File: src/rtl/smt_arb_pkg.sv
package smt_arb_pkg;
  localparam int NTHR = 2;
  typedef logic [NTHR-1:0] tmask_t;
endpackage

File: src/rtl/smt_grant_pick.sv
module smt_grant_pick
  import smt_arb_pkg::*;
(
  input  logic   clk,
  input  logic   rst,
  input  tmask_t elig,
  output logic   gvld,
  output logic   gtid
);
  logic ptr_q;

  always_comb begin
    gvld = |elig;
    if (elig == 2'b11) gtid = ptr_q;
    else               gtid = elig[1];
  end

  always_ff @(posedge clk) begin
    if (rst)       ptr_q <= 1'b0;
    else if (gvld) ptr_q <= ~gtid;
  end
endmodule

File: src/rtl/smt_occ_track.sv
module smt_occ_track #(
  parameter int CAPW = 6,
  parameter int REQW = 3
) (
  input  logic            clk,
  input  logic            rst,
  input  logic [CAPW-1:0] cap,
  input  logic [REQW-1:0] add,
  input  logic [REQW-1:0] ret,
  output logic [CAPW-1:0] occ,
  output logic [CAPW-1:0] room
);
  logic [CAPW-1:0] ret_x, ret_eff, add_x;

  always_comb begin
    ret_x   = {{(CAPW-REQW){1'b0}}, ret};
    add_x   = {{(CAPW-REQW){1'b0}}, add};
    ret_eff = (ret_x > occ) ? occ : ret_x;
    room    = (occ < cap) ? (cap - occ) : '0;
  end

  always_ff @(posedge clk) begin
    if (rst) occ <= '0;
    else     occ <= occ - ret_eff + add_x;
  end
endmodule

File: src/rtl/smt_miss_pool.sv
module smt_miss_pool
  import smt_arb_pkg::*;
#(
  parameter int SLOTS = 10,
  localparam int SW = $clog2(SLOTS + 1) + 1
) (
  input  logic          clk,
  input  logic          rst,
  input  tmask_t        req,
  input  tmask_t        done,
  output tmask_t        ack,
  output tmask_t        blk,
  output logic [SW-1:0] busy
);
  logic [SW-1:0] inflt [NTHR];
  tmask_t        done_eff;
  logic          freed;

  always_comb begin
    busy     = inflt[0] + inflt[1];
    ack[0]   = req[0] && (busy < SW'(SLOTS));
    ack[1]   = req[1] && ((busy + SW'(ack[0])) < SW'(SLOTS));
    freed    = |done_eff;
  end

  for (genvar t = 0; t < NTHR; t++) begin : g_thr
    assign done_eff[t] = done[t] && (inflt[t] != '0);
    always_ff @(posedge clk) begin
      if (rst) begin
        inflt[t] <= '0;
        blk[t]   <= 1'b0;
      end else begin
        inflt[t] <= inflt[t] - SW'(done_eff[t]) + SW'(ack[t]);
        blk[t]   <= (req[t] && !ack[t]) || (blk[t] && !freed);
      end
    end
  end
endmodule

File: src/rtl/smt_stage_arbiter.sv
module smt_stage_arbiter
  import smt_arb_pkg::*;
#(
  parameter int CAP      = 32,
  parameter int MAX_UOPS = 4,
  parameter int SLOTS    = 10,
  parameter int REQW     = 3,
  localparam int CAPW    = $clog2(CAP + 1),
  localparam int SW      = $clog2(SLOTS + 1) + 1
) (
  input  logic                 clk,
  input  logic                 rst,
  input  logic [1:0]           req_valid,
  input  logic [2*REQW-1:0]    req_cnt,
  input  logic [1:0]           stall_in,
  input  logic [1:0]           halt_req,
  input  logic [1:0]           wake_req,
  input  logic [2*REQW-1:0]    retire_cnt,
  input  logic [1:0]           miss_req,
  input  logic [1:0]           miss_done,
  output logic                 grant_vld,
  output logic                 grant_tid,
  output logic [REQW-1:0]      grant_cnt,
  output logic [2*CAPW-1:0]    cap_out,
  output logic [1:0]           miss_ack
);
  localparam logic [CAPW-1:0] FULLC = CAPW'(CAP);
  localparam logic [CAPW-1:0] HALFC = CAPW'(CAP / 2);
  localparam logic [REQW-1:0] MAXU  = REQW'(MAX_UOPS);

  tmask_t          active_q, elig, blk;
  logic [CAPW-1:0] cap  [NTHR];
  logic [CAPW-1:0] occ  [NTHR];
  logic [CAPW-1:0] room [NTHR];
  logic [REQW-1:0] add  [NTHR];
  logic [2*CAPW-1:0] occ_vec;
  logic [SW-1:0]   busy;
  logic [REQW-1:0] rq, rq_lim, room_lim;

  always_ff @(posedge clk) begin
    if (rst) active_q <= 2'b11;
    else     active_q <= wake_req | (active_q & ~halt_req);
  end

  for (genvar t = 0; t < NTHR; t++) begin : g_lane
    always_comb begin
      if (!active_q[t])        cap[t] = '0;
      else if (&active_q)      cap[t] = HALFC;
      else                     cap[t] = FULLC;
      elig[t] = active_q[t] && req_valid[t] && (req_cnt[t*REQW +: REQW] != '0)
             && !stall_in[t] && !blk[t] && (occ[t] < cap[t]);
      add[t]  = (grant_vld && (grant_tid == t[0])) ? grant_cnt : '0;
    end
    assign cap_out[t*CAPW +: CAPW] = cap[t];
    assign occ_vec[t*CAPW +: CAPW] = occ[t];

    smt_occ_track #(.CAPW(CAPW), .REQW(REQW)) u_occ (
      .clk (clk),
      .rst (rst),
      .cap (cap[t]),
      .add (add[t]),
      .ret (retire_cnt[t*REQW +: REQW]),
      .occ (occ[t]),
      .room(room[t])
    );
  end

  smt_grant_pick u_pick (
    .clk (clk),
    .rst (rst),
    .elig(elig),
    .gvld(grant_vld),
    .gtid(grant_tid)
  );

  always_comb begin
    rq       = grant_tid ? req_cnt[REQW +: REQW] : req_cnt[0 +: REQW];
    rq_lim   = (rq > MAXU) ? MAXU : rq;
    room_lim = (room[grant_tid] > CAPW'(MAX_UOPS)) ? MAXU : room[grant_tid][REQW-1:0];
    if (!grant_vld)            grant_cnt = '0;
    else if (rq_lim < room_lim) grant_cnt = rq_lim;
    else                        grant_cnt = room_lim;
  end

  smt_miss_pool #(.SLOTS(SLOTS)) u_miss (
    .clk (clk),
    .rst (rst),
    .req (miss_req),
    .done(miss_done),
    .ack (miss_ack),
    .blk (blk),
    .busy(busy)
  );
endmodule

File: config.mk
export PLATFORM = sky130hd
export DESIGN_NAME = smt_stage_arbiter
export DESIGN_NICKNAME = d
export VERILOG_FILES = /design/src/rtl/smt_arb_pkg.sv /design/src/rtl/smt_grant_pick.sv /design/src/rtl/smt_occ_track.sv /design/src/rtl/smt_miss_pool.sv /design/src/rtl/smt_stage_arbiter.sv
export SDC_FILE = /design/constraint.sdc
export NUM_CORES = 1
export LEC_CHECK = 0
export BUFFER_PORTS_ARGS = -buffer_cell sky130_fd_sc_hd__clkbuf_2
export CAP_MARGIN = 20
export CORE_MARGIN = 1.5
export CORE_UTILIZATION = 25
export DETAILED_ROUTE_END_ITERATION = 8
export GPL_ROUTABILITY_DRIVEN = 0
export HOLD_SLACK_MARGIN = 0.12
export PLACE_DENSITY = 0.43
export SLEW_MARGIN = 20
export SYNTH_ARGS = -nofsm -noshare
export SYNTH_HDL_FRONTEND = slang
export SYNTH_SLANG_ARGS = --single-unit
File: constraint.sdc
create_clock -name clk -period 6.1 [get_ports clk]
set_input_delay 0.915 -clock clk [delete_from_list [all_inputs] [get_ports clk]]
set_output_delay 0.915 -clock clk [all_outputs]
set_load 0.01 [all_outputs]
==> reports/metrics.cfg <==
[synthesis]
synth_edf_count = 0
synthTopCellsByArea = dfxtp_1 (19%), ha_1 (19%), inv_1 (7.2%)
async_flop_share = 0
post_synth.cell_area_avg_sq_um = 8.047
synth_cell_type_count = 47
ys_seq_area_frac = 0.1908
ys_top_cells_by_count = inv_1 (54), ha_1 (43), nor2_1 (33)
yosys_warnings = 0
synth_area_sq_um = 2833
yosysTopAreaCell = dfxtp_1
synth_top_area_share = 0.1908
yosysMostFrequentCell = inv_1
postSynthCellCount = 352
ys.flop_type = dfxtp_1
ys_ff_latch = 27

[clock_tree]
h-tree-depth = 1
cts-root-buf = clkbuf_16
clk_latency_ns = 0.26
clockBufferDepth = 2
cts-buffers-inserted = 3
cts_tree = built
holdBufCountCts = 0
cts.clk_slew.worst_paths_ns = 0.07
cts.sinks = 27

[route]
wl_met2_mm = 2.744
wl_met3_um = 281
dr.pass1.iters = 4
drc = 0
post_drt_wl_per_cell_um = 12.31
routed-via-count = 2384
viasPerCell = 4.515
drt-met1-wl_mm = 3.383
top_layer = met4
finalWirelength_mm = 6.501
drt.antenna.violating_nets = 0
drt-initial-drc-count = 73

[timing]
slew_headroom = 0.5879
fmax_mhz = 180.5
finalMaxSlewViolations = 0
hold_violations = 0
worst_slack_ns = 0.5585
period_needed_ns = 5.542
worst_pin_slew_ns = 0.6181
fin_setup_tns_ns = 0
fin_crit_sh = 0.9084
fin_skew_ns = 0.003004
setup_viol = 0
grt_setup_unrepaired = false

[final_layout]
drive_gt1_frac = 0.1443
insertedDiodeCount = 0
fin_nets = 467
area_growth_pct = 14.27

[floorplan]
num_rows = 38
dieArea_sq_um = 11980
fp.dieH_um = 109.4
core_sq_um = 10940
start_util = 0.2590
io_pins = 45
dieWidth_um = 109.4

[flow_run]
cap_violations = 0

[worst_setup_path]
slowest_delay_ns = 0.41
crit_slowest_cell = fa_1
cp_cell_sequence = inv_1, nor2_1, ha_1, a41o_1, o211ai_4, mux2_2, ha_1, and2_1, and3_1, a32o_1, mux2_2, a221o_1, nand2_1, fa_1, inv_1, ha_1, a21o_1, a21oi_1, o21bai_1, a21oi_1, xnor2_1, nor2_1
worstPathRequired_ns = 6.23
cp_common_cell = ha_1
crit_type = flop to flop
worstPathMaxFanout = 10
end_kind = flop
cp.arrival_ns = 5.68
start_kind = flop

[outcome]
status = finished clean

[grt]
grt_max_degree = 29
antenna_found_initial = 0
grt-ovfl-total = 0
grt_pass1_vias = 2310
track_usage = 0.1145
grt_pass1_wl_mm = 10.87

[place]
place_hpwl_mm = 5.423
port_buffers = 36
post-place-ws_ns = 0.3384

[pwr]
ir_drop_uv = 203.2
p_leak_nw = 1.637
power_density_nw_per_um2 = 537.9

[min_path]
hold_class = flop to flop

[sequential cells by signal (all words and copies together) (netlist names)]
register / flops
u_miss.inflt: 10
u_pick.ptr_q: 1
g_lane.u_occ.occ: 12
active_q: 2
u_miss.blk: 2
[worst max-delay path: cells and delay by family, from the launching register on]
| kind | cells | cell delay [ns] |
|---|---|---|
| DFF | 1 | 0.35 |
| buffers and inverters | 2 | 0.19 |
| muxes | 2 | 0.66 |
| adders and majority gates | 4 | 1.30 |
| AOI/OAI and AO/OA | 8 | 1.92 |
| xor gates and xnor gates | 1 | 0.14 |
| and+or+nand+nor | 5 | 0.85 |
[where the power goes]
group | switching, mW | internal, mW | leakage (nW) | total (mW)
combinational | 0.684 | 0.581 | 1.37 | 1.26
sequential | 0.0708 | 0.251 | 0.224 | 0.321
clock | 0.0656 | 0.0897 | 0.0382 | 0.155
total | 0.820 | 0.921 | 1.64 | 1.74
[layer usage]
metal	GRT usage	vias to the layer above
met3	0.01541	6
met2	0.1819	56
met1	0.1618	1077
met5	0	-
li1	-	1245
met4	0.03061	0
[placed cells by master, fill, tap and decap left out, drive strengths merged, types with 4 or more instances in the layout]
cell,Yosys,final
inv,55,55
ha,43,43
clkbuf,5,40
nor2,33,33
a21oi,27,27
dfxtp,27,27
nand2,19,19
o21ai,14,14
xor2,11,11
xnor2,10,10
a21o,9,9
fa,9,9
conb,1,8
nor3,7,7
nand3,6,6
mux2i,6,6
nor2b,6,6
nand2b,5,5
and2,5,5
mux2,5,5
and3,4,4
[kinds of logic (layout without fill, tap and decap cells)]
group	count (synthesis)	count (layout)	synth area share
buffers and inverters	69	98	0.1042
multiplexers	11	11	0.04108
other	1	8	0.001324
flip-flops	27	27	0.1908
adder cells (fa/ha/maj)	52	52	0.2535
AND/OR/NAND/NOR	98	98	0.1714
AO/OA/AOI/OAI	73	73	0.1727
XOR/XNOR	21	21	0.06493
[repair_timing]
action	in CTS	in global routing
resized for setup	0	3
setup buffers	0	2
endpoints found under the setup margin	0	1
hold endpoints to repair	0	0
[final timing paths]
kind / start / endpoint / slack (ns) / cells after the start
setup / recovery: active_q[0]$_SDFF_PP1_ / g_lane[0].u_occ.occ[5]$_SDFF_PP0_ / 0.56 / 22
hold / removal: u_pick.ptr_q$_SDFFE_PP0N_ / u_pick.ptr_q$_SDFFE_PP0N_ / 0.48 / 2
setup reg to reg: active_q[0]$_SDFF_PP1_ / g_lane[0].u_occ.occ[5]$_SDFF_PP0_ / 0.56 / 22
hold reg to reg: u_pick.ptr_q$_SDFFE_PP0N_ / u_pick.ptr_q$_SDFFE_PP0N_ / 0.48 / 2
[layout make-up]
cell class	instances	area (sq um)
Clock buffer	4	78.83
Fill cell	1196	7699
Tap cell	140	175.2
Sequential cell	27	540.5
Multi-Input combinational cell	263	2031
Timing Repair Buffer	39	202.7
Inverter	55	209.0
[metrics by stage]
stage	area [sq um]	util	hold WS, ns	total power [mW]	std cells
3_3_place_gp	3136	0.2867	0.4483	1.556	522
5_1_grt	3237	0.2960	0.5272	1.974	528
2_1_floorplan	2859	-	0.4365	1.317	359
3_5_place_dp	3136	0.2867	0.4697	1.576	522
6_report	3237	0.2960	0.4780	1.741	528
4_1_cts	3214	0.2939	0.4812	1.747	526
Power figures use the tool's default switching activity.
